## src/rtl/eth_tx_pkg.sv

```systemverilog
// Shared types, constants and the CRC step function for the transmit sequencer.
// Assumes byte-wide data and the reflected Ethernet CRC-32 convention.
package eth_tx_pkg;

    // Phases of one frame transmission, in transmit order.
    typedef enum logic [2:0] {
        PH_IDLE = 3'd0,
        PH_PRE  = 3'd1,
        PH_SFD  = 3'd2,
        PH_BODY = 3'd3,
        PH_PAD  = 3'd4,
        PH_FCS  = 3'd5
    } tx_phase_e;

    localparam logic [7:0]  PRE_BYTE      = 8'h55;
    localparam logic [7:0]  SFD_BYTE      = 8'hD5;
    localparam logic [7:0]  PAD_BYTE      = 8'h00;
    localparam logic [31:0] CRC_SEED      = 32'hFFFF_FFFF;
    localparam logic [31:0] CRC_POLY_REFL = 32'hEDB8_8320;
    localparam int          FCS_BYTES     = 4;

    // Advance a reflected CRC-32 register by one byte, LSB of the byte first.
    function automatic logic [31:0] crc32_byte(input logic [31:0] crc_in,
                                               input logic [7:0]  data);
        logic [31:0] c;
        c = crc_in ^ {24'd0, data};
        for (int b = 0; b < 8; b++) begin
            c = c[0] ? ((c >> 1) ^ CRC_POLY_REFL) : (c >> 1);
        end
        return c;
    endfunction

endpackage

```

## src/rtl/eth_tx_crc32.sv

```systemverilog
// CRC-32 accumulator for the frame check sequence.
// Reloads the seed on clear; folds one byte per cycle when step is high.
// Assumes clear and step are never high in the same cycle.
module eth_tx_crc32
    import eth_tx_pkg::*;
(
    input  logic        clk,
    input  logic        rst_n,
    input  logic        clear,
    input  logic        step,
    input  logic [7:0]  din,
    output logic [31:0] crc_q
);

    // Hold the running CRC; seed on reset or clear, fold a byte on step.
    always_ff @(posedge clk) begin
        if (!rst_n) begin
            crc_q <= CRC_SEED;
        end else if (clear) begin
            crc_q <= CRC_SEED;
        end else if (step) begin
            crc_q <= crc32_byte(crc_q, din);
        end
    end


    crc_seeded_chk: assert property (@(posedge clk) disable iff (!rst_n)
        clear |=> (crc_q == CRC_SEED));

endmodule

```

## src/rtl/eth_tx_seq_ctrl.sv

```systemverilog
// Phase sequencer: walks idle, preamble, delimiter, body, pad and check phases
// and keeps the byte counters for each phase.
// Assumes the caller holds in_last with its final byte and PRE_LEN >= 1, MIN_BODY >= 1.
module eth_tx_seq_ctrl
    import eth_tx_pkg::*;
#(
    parameter int PRE_LEN  = 7,
    parameter int MIN_BODY = 60
) (
    input  logic            clk,
    input  logic            rst_n,
    input  logic            in_valid,
    input  logic            in_last,
    input  logic            out_ready,
    output tx_phase_e       phase,
    output logic            pre_first,
    output logic [1:0]      fcs_idx,
    output logic            fcs_final
);

    localparam int PRE_W  = $clog2(PRE_LEN + 1);
    localparam int BODY_W = $clog2(MIN_BODY + 1);
    localparam logic [PRE_W-1:0]  PRE_LAST  = PRE_W'(PRE_LEN - 1);
    localparam logic [PRE_W-1:0]  PRE_FULL  = PRE_W'(PRE_LEN);
    localparam logic [BODY_W-1:0] BODY_LAST = BODY_W'(MIN_BODY - 1);
    localparam logic [BODY_W-1:0] BODY_MIN  = BODY_W'(MIN_BODY);
    localparam logic [1:0]        FCS_LAST  = 2'(FCS_BYTES - 1);

    tx_phase_e         phase_q, phase_d;
    logic [PRE_W-1:0]  pre_cnt_q, pre_cnt_d;
    logic [BODY_W-1:0] body_cnt_q, body_cnt_d;
    logic [1:0]        fcs_cnt_q, fcs_cnt_d;
    logic              body_take;

    assign body_take = (phase_q == PH_BODY) && in_valid && out_ready;

    // Next-phase and counter logic for one frame.
    always_comb begin
        phase_d    = phase_q;
        pre_cnt_d  = pre_cnt_q;
        body_cnt_d = body_cnt_q;
        fcs_cnt_d  = fcs_cnt_q;
        unique case (phase_q)
            PH_IDLE: begin
                if (in_valid) begin
                    phase_d   = PH_PRE;
                    pre_cnt_d = '0;
                end
            end
            PH_PRE: begin
                if (out_ready) begin
                    pre_cnt_d = pre_cnt_q + 1'b1;
                    if (pre_cnt_q == PRE_LAST) begin
                        phase_d = PH_SFD;
                    end
                end
            end
            PH_SFD: begin
                if (out_ready) begin
                    phase_d    = PH_BODY;
                    body_cnt_d = '0;
                end
            end
            PH_BODY: begin
                if (body_take) begin
                    if (body_cnt_q < BODY_MIN) begin
                        body_cnt_d = body_cnt_q + 1'b1;
                    end
                    if (in_last) begin
                        fcs_cnt_d = '0;
                        phase_d   = (body_cnt_q < BODY_LAST) ? PH_PAD : PH_FCS;
                    end
                end
            end
            PH_PAD: begin
                if (out_ready) begin
                    body_cnt_d = body_cnt_q + 1'b1;
                    if (body_cnt_q == BODY_LAST) begin
                        phase_d = PH_FCS;
                    end
                end
            end
            PH_FCS: begin
                if (out_ready) begin
                    fcs_cnt_d = fcs_cnt_q + 1'b1;
                    if (fcs_cnt_q == FCS_LAST) begin
                        phase_d = PH_IDLE;
                    end
                end
            end
            default: phase_d = PH_IDLE;
        endcase
    end

    // Register the phase and counters.
    always_ff @(posedge clk) begin
        if (!rst_n) begin
            phase_q    <= PH_IDLE;
            pre_cnt_q  <= '0;
            body_cnt_q <= '0;
            fcs_cnt_q  <= '0;
        end else begin
            phase_q    <= phase_d;
            pre_cnt_q  <= pre_cnt_d;
            body_cnt_q <= body_cnt_d;
            fcs_cnt_q  <= fcs_cnt_d;
        end
    end

    assign phase     = phase_q;
    assign pre_first = (phase_q == PH_PRE) && (pre_cnt_q == '0);
    assign fcs_idx   = fcs_cnt_q;
    assign fcs_final = (phase_q == PH_FCS) && (fcs_cnt_q == FCS_LAST);

    // Checker count: accepted preamble bytes since the last idle.
    logic [PRE_W-1:0] pre_seen_q;
    always_ff @(posedge clk) begin
        if (!rst_n || phase_q == PH_IDLE) begin
            pre_seen_q <= '0;
        end else if (phase_q == PH_PRE && out_ready) begin
            pre_seen_q <= pre_seen_q + 1'b1;
        end
    end


    pre_len_chk: assert property (@(posedge clk) disable iff (!rst_n)
        (phase_q == PH_SFD) |-> (pre_seen_q == PRE_FULL));


    pad_bound_chk: assert property (@(posedge clk) disable iff (!rst_n)
        (phase_q == PH_PAD) |-> (body_cnt_q < BODY_MIN));


    no_pad_long_chk: assert property (@(posedge clk) disable iff (!rst_n)
        (phase_q == PH_BODY && body_cnt_q >= BODY_LAST) |=> (phase_q != PH_PAD));

endmodule

```

## src/rtl/eth_tx_framer.sv

```systemverilog
// Top of the transmit sequencer: wraps a caller byte stream with preamble,
// delimiter, zero padding and CRC-32 check sequence.
// Assumes the downstream honours valid/ready; body bytes pass through unbuffered.
module eth_tx_framer
    import eth_tx_pkg::*;
#(
    parameter int PRE_LEN  = 7,
    parameter int MIN_BODY = 60
) (
    input  logic       clk,
    input  logic       rst_n,
    input  logic       in_valid,
    output logic       in_ready,
    input  logic [7:0] in_data,
    input  logic       in_last,
    output logic       out_valid,
    input  logic       out_ready,
    output logic [7:0] out_data,
    output logic       out_sof,
    output logic       out_eof
);

    tx_phase_e   phase;
    logic        pre_first;
    logic [1:0]  fcs_idx;
    logic        fcs_final;
    logic [31:0] crc_q;
    logic [31:0] fcs_word;
    logic        crc_step;
    logic [7:0]  crc_din;

    eth_tx_seq_ctrl #(
        .PRE_LEN  (PRE_LEN),
        .MIN_BODY (MIN_BODY)
    ) u_ctrl (
        .clk       (clk),
        .rst_n     (rst_n),
        .in_valid  (in_valid),
        .in_last   (in_last),
        .out_ready (out_ready),
        .phase     (phase),
        .pre_first (pre_first),
        .fcs_idx   (fcs_idx),
        .fcs_final (fcs_final)
    );

    // Fold body and pad bytes into the CRC as they are accepted downstream.
    always_comb begin
        crc_step = 1'b0;
        crc_din  = PAD_BYTE;
        if (phase == PH_BODY) begin
            crc_step = in_valid && out_ready;
            crc_din  = in_data;
        end else if (phase == PH_PAD) begin
            crc_step = out_ready;
        end
    end

    eth_tx_crc32 u_crc (
        .clk   (clk),
        .rst_n (rst_n),
        .clear (phase == PH_IDLE),
        .step  (crc_step),
        .din   (crc_din),
        .crc_q (crc_q)
    );

    assign fcs_word = ~crc_q;

    // Select the output byte and handshakes for the current phase.
    always_comb begin
        out_valid = 1'b0;
        out_data  = 8'h00;
        in_ready  = 1'b0;
        unique case (phase)
            PH_PRE: begin
                out_valid = 1'b1;
                out_data  = PRE_BYTE;
            end
            PH_SFD: begin
                out_valid = 1'b1;
                out_data  = SFD_BYTE;
            end
            PH_BODY: begin
                out_valid = in_valid;
                out_data  = in_data;
                in_ready  = out_ready;
            end
            PH_PAD: begin
                out_valid = 1'b1;
                out_data  = PAD_BYTE;
            end
            PH_FCS: begin
                out_valid = 1'b1;
                out_data  = fcs_word[fcs_idx*8 +: 8];
            end
            default: begin
                out_valid = 1'b0;
            end
        endcase
    end

    assign out_sof = pre_first;
    assign out_eof = fcs_final;


    in_ready_gate_chk: assert property (@(posedge clk) disable iff (!rst_n)
        in_ready |-> (out_ready && (out_valid == in_valid)));


    stall_hold_chk: assert property (@(posedge clk) disable iff (!rst_n)
        (out_valid && !out_ready && !in_ready && phase != PH_BODY)
            |=> (out_valid && $stable(out_data)));


    sof_marks_pre_chk: assert property (@(posedge clk) disable iff (!rst_n)
        out_sof |-> (out_valid && out_data == PRE_BYTE));


    idle_after_eof_chk: assert property (@(posedge clk) disable iff (!rst_n)
        (out_eof && out_valid && out_ready) |=> (!out_valid && !in_ready));

endmodule

```

## config.mk

```make
export PLATFORM = sky130hd
export DESIGN_NAME = eth_tx_framer
export DESIGN_NICKNAME = d
export VERILOG_FILES = /design/src/rtl/eth_tx_pkg.sv /design/src/rtl/eth_tx_crc32.sv /design/src/rtl/eth_tx_seq_ctrl.sv /design/src/rtl/eth_tx_framer.sv
export SDC_FILE = /design/constraint.sdc
export NUM_CORES = 1
export LEC_CHECK = 0
export BUFFER_PORTS_ARGS = -buffer_cell sky130_fd_sc_hd__buf_2
export CAP_MARGIN = 20
export CORE_ASPECT_RATIO = 1.4
export CORE_UTILIZATION = 30
export CTS_CLUSTER_SIZE = 20
export DETAILED_ROUTE_END_ITERATION = 8
export PLACE_DENSITY = 0.48
export SYNTH_ARGS = -nofsm -noshare
export SYNTH_HDL_FRONTEND = slang
export SYNTH_SLANG_ARGS = --single-unit
```

## constraint.sdc

```tcl
create_clock -name clk -period 2.2 [get_ports clk]
set_input_delay 0.11 -clock clk [delete_from_list [all_inputs] [get_ports clk]]
set_output_delay 0.11 -clock clk [all_outputs]
set_load 0.03 [all_outputs]
```

== After elaboration in Yosys (flattened, before gate mapping) ==
Index checks and enable logic that the tools add are counted.

* Register bits after elaboration: 46
* Output and inout port bits: 12
* Logic and storage cells: 95

* Add/subtract/negate cells: 3
* $lt $le $gt $ge: 2
* Equality and inequality tests: 19
* Shift-type cells: 1
* Mux-type cells: 38
* Bitwise logic cells: 11
* Reduce and logical (&&, ||, !) cells: 16

{| class="wikitable"
|+ Operators with widths
! kind !! count
|-
| 2-to-1 mux 32 bit || 8
|-
| inverter 13 -> 14 bit || 8
|-
| 2-to-1 mux 3 bit || 12
|-
| inverter 32 bit || 1
|-
| one-hot mux 8 bit (4 select lines) || 1
|-
| variable part select 32 x 6 -> 8 bit || 1
|-
| XOR 32 x 8 -> 32 bit || 1
|-
| 2-to-1 mux 6 bit || 4
|-
| one-hot mux 3 bit (6 select lines) || 1
|-
| one-hot mux 6 bit (3 select lines) || 1
|-
| less-than comparator 6 bit, second input constant || 2
|-
| inequality test 2 bit, second input constant || 6
|-
| inequality test 2 x 1 -> 1 bit, second input constant || 5
|-
| AND reduction 10 bit || 1
|-
| == test 3 bit, second input constant || 3
|-
| 2-to-1 mux 8 bit || 1
|-
| adder 6 x 1 -> 6 bit, second input constant || 1
|-
| == test 3 x 2 -> 1 bit, second input constant || 2
|-
| == test 6 bit, second input constant || 1
|-
| logical NOT 3 bit || 2
|-
| 2-to-1 mux 2 bit || 3
|-
| one-hot mux 3 bit (2 select lines) || 1
|-
| logical AND 1 bit || 5
|-
| AND reduction 5 bit || 1
|-
| 14 further kinds || 18
|}

== Longest topological paths before layout ==
* Depth after elaboration: 19
* Depth in mapped cells: 9
* Depth with buffers taken out: 7

== Hierarchy ==
From an unflattened synthesis, not the netlist that was laid out.

* Cell total of the unflattened synthesis: 359
* Area, all modules: 3503.4 sq um

{| class="wikitable"
|+ By module, submodules not included
! module !! times used !! cells an instance !! area each (sq um) !! seq. area each (sq um)
|-
| eth_tx_crc32 || 1 || 181 || 2098.3 || 640.6
|-
| eth_tx_seq_ctrl || 1 || 122 || 945.9 || 280.3
|-
| eth_tx_framer || 1 || 56 || 459.2 || 0.0
|}

== Worst setup path before layout ==
No wires, ideal clock.

* Path kind: flip-flop to output port
* From: register u_ctrl.fcs_cnt_q[0] (netlist: u_ctrl.fcs_idx[0])
* To: output port out_data[4]
* Data arrival time: 2195 ps
* Required time: 2090 ps
* Setup slack: -105 ps
* Stages on the path, launching flop included: 4
* Path through: dfxtp_1 -> clkbuf_1 -> mux4_2 -> a221oi_1

* Cells in the longest elaborated chain, start to end: 2

{| class="wikitable"
|+ Ends and longest elaborated chain
! item !! line !! source
|-
| start, declared || eth_tx_seq_ctrl.sv:32 || <nowiki>logic [1:0] fcs_cnt_q, fcs_cnt_d;</nowiki>
|-
| start signal, assigned || eth_tx_seq_ctrl.sv:106 || <nowiki>fcs_cnt_q <= fcs_cnt_d;</nowiki>
|-
| variable part select 32 x 6 -> 8 bit || eth_tx_framer.sv:95 || <nowiki>out_data = fcs_word[fcs_idx*8 +: 8];</nowiki>
|-
| one-hot mux 8 bit (4 select lines) || eth_tx_framer.sv:75 || <nowiki>unique case (phase)</nowiki>
|-
| end, declared || eth_tx_framer.sv:18 || <nowiki>output logic [7:0] out_data,</nowiki>
|}

No other way between the ends.

== Final worst setup path ==
Same ends and word-level chain as after synthesis.

==> results.toml <==
[outcome]
status = "finished, final reports clean"

[global_routing]
grt_pass1_wl_um = 13860
grt_pass1_vias = 2548
antenna_found_initial = 0
gr-total-overflow = 0
grt_max_degree = 28
grt.total_usage = 0.1571

[critical_path]
cp.required_ps = 2090
cp_max_fo = 11
worstReg2RegStart = "u_ctrl.phase[1]"
start_kind = "register"
rr_endpoint = "u_crc.crc_q[20]"
worstSetupEndpointType = "primary output"
rrSetupSlack_ps = 150
critPathCapture = "out_data[4]"
critPathLaunch = "u_ctrl.fcs_idx[0]"
crit_type = "reg2out"
rr_worst_depth = 7
cp.arrival_ps = 1980

[synth]
ys_top_cells_by_count = "46 x dfxtp_1, 36 x xnor2_1, 33 x nand2_1"
yosysMostFrequentCell = "dfxtp_1"
ys_seq_area_frac = 0.2830
yosysWarnings = 0
synth.top_cells.by_area = "dfxtp_1 28%, xnor2_1 9.7%, xor2_1 6.7%"
synth_edf_count = 0
synth_cell_type_count = 50
yosysTopAreaCell = "dfxtp_1"
syn_nets = 357
netlist_area_um2 = 3254
synth_cells = 339
synthFlopType = "dfxtp_1"
syn_area_per_cell_um2 = 9.600
async_reset_ff_frac = 0
synth_seq_cells = 46
yosysTopAreaCellShare = 0.2830

[sta]
hold_viol_final = 0
setup_violations = 0
fin_crit_sh = 0.9521
finalClockSkew_ps = 6.062
max_freq_mhz = 477.4
tightest_slew_ps = 739.5
rsz0062_at_grt = "no"
holdWs_ps = 171.2
fin_setup_tns_ps = 0
min_period_ps = 2095
slew_viol_final = 0
max_slew_margin = 0.5052

[power]
cellPowerDensity_nw_per_um2 = 859.0
total_power_mw = 3.332
peakVddDrop_mv = 0.2831
p_leak_nw = 1.559

[routing]
drc = 0
vias_per_cell = 4.946
firstDrtPassIters = 5
wl_um = 8451
vias = 2552
ant_nets = 0
drt_iter0_markers = 77
post_drt_wl_per_cell_um = 16.38

[clock_network]
clk_pin_slew_ps = 60
cts.path.max_buffers = 2
cts_resized = 0
hold_buffers = 0
cts_tree = "yes"
worstSkewPairLatency_ps = 290
cts_max_level = 2
cts_made_buffers = 5
post-cts-setup-buffer-count = 0
clock-sinks = 46
root_buffer = "clkbuf_16"

[die]
core_um2 = 10460
num_rows = 44
io-pin-count = 25
fp.dieH_um = 125.2
die_w_um = 90.03
initial_utilization = 0.3111
fp.dieArea_um2 = 11270

[placed_design]
place.gp.congestion = 0.7740
dpl.hpwl_um = 6360
io_buffers = 24
dpl.cell_count = 509

[cells_and_area]
antenna-diode-count = 0
final_core_util = 0.3708
syn_to_final_growth_pct = 19.18
layout-drive-gt1-share = 0.2540
fin_cells = 516
fin_nets = 396

[min_path]
hold_depth = 2
min_path_type = "in2reg"

[flow_run]
cap_viol_max_count = 0
==> per-stage QoR <==
| stage | setup WS [ps] | cell area, um^2 |
|---|---|---|
| floorplan | 163.1 | 3287 |
| global placement | 149.0 | 3746 |
| detailed placement | 133.8 | 3746 |
| CTS | 62.34 | 3879 |
| global route | 11.26 | 3879 |
| finish | 105.5 | 3879 |
==> where the power goes <==
part | leakage, nW | switching [mW] | total [mW] | internal [mW]
clock | 0.0640 | 0.329 | 0.746 | 0.417
sequential | 0.372 | 0.0405 | 0.914 | 0.874
combinational | 1.12 | 1.01 | 1.67 | 0.657
total | 1.56 | 1.38 | 3.33 | 1.95
==> critical path: stages, from the launching register on <==
cell and delay (ps):
dfxtp_1 310, buf_4 240, mux4_2 570, a221oi_2 320, buf_2 250
==> registers in the layout, summed over array words and instances (netlist names) <==
register           cells
u_crc.crc_q           32
u_ctrl.body_cnt_q      6
u_ctrl.phase           3
u_ctrl.pre_cnt_q       3
u_ctrl.fcs_idx         2
==> worst min path at each step <==
| stage | startpoint | to | slack (ps) |
|---|---|---|---|
| floorplan | rst_n | u_crc.crc_q[0] | 370 |
| global placement | rst_n | u_ctrl.pre_cnt_q[1] | 480 |
| detailed placement | rst_n | u_ctrl.fcs_idx[1] | 480 |
| CTS | rst_n | u_ctrl.fcs_idx[1] | 170 |
| global route | rst_n | u_ctrl.phase[1] | 170 |
| finish | rst_n | u_ctrl.fcs_idx[1] | 170 |
==> cell families (layout without fill, tap and decap cells) <==
family                   count (synthesis)  in the layout  share of synthesized area
flip-flops                              46             46                     0.2830
buffers and inverters                   28             67                    0.03845
AND/OR/NAND/NOR                         93             93                     0.1569
AO/OA/AOI/OAI                           76             76                     0.1565
XOR/XNOR                                78             78                     0.2753
adder cells (fa/ha/maj)                  5              5                    0.01922
multiplexers                            13             13                    0.07074
==> cell usage in the layout, fill, tap and decap left out, types with 3 or more instances in the layout <==
master,n
a221oi_2,4
mux4_2,8
buf_2,24
o21ai_0,17
dfxtp_1,46
and2_1,4
inv_1,5
nor2b_1,3
nand2_1,32
nand4b_2,5
mux2i_1,5
buf_12,3
a21boi_0,3
nand2b_1,3
xnor2_2,6
buf_4,28
nand4_1,6
nor3b_1,3
xor2_4,6
o211ai_1,22
a22oi_1,3
xnor2_1,36
and3_1,4
a21oi_1,8
ha_1,5
xor2_2,3
nor2_1,22
o21ai_1,4
a31oi_1,3
xor2_1,25
clkbuf_16,5
nand3_1,3
==> layer usage <==
metal  part of all wire  vias to the layer above  global-route usage
li1                   -                     1275                   -
met1               0.45                     1233              0.1980
met2               0.51                       37              0.2744
met3              0.022                        7             0.02190
met4              0.015                        0             0.05123
met5                  0                        -                   0
==> area by class of cell <==
| cell class | instances | area [um^2] |
|---|---|---|
| Clock buffer | 7 | 132.6 |
| Fill cell | 1087 | 6581 |
| Inverter | 5 | 18.77 |
| Multi-Input combinational cell | 265 | 2243 |
| Sequential cell | 46 | 920.9 |
| Tap cell | 138 | 172.7 |
| Timing Repair Buffer | 55 | 390.4 |
Power figures use the tool's default switching activity.
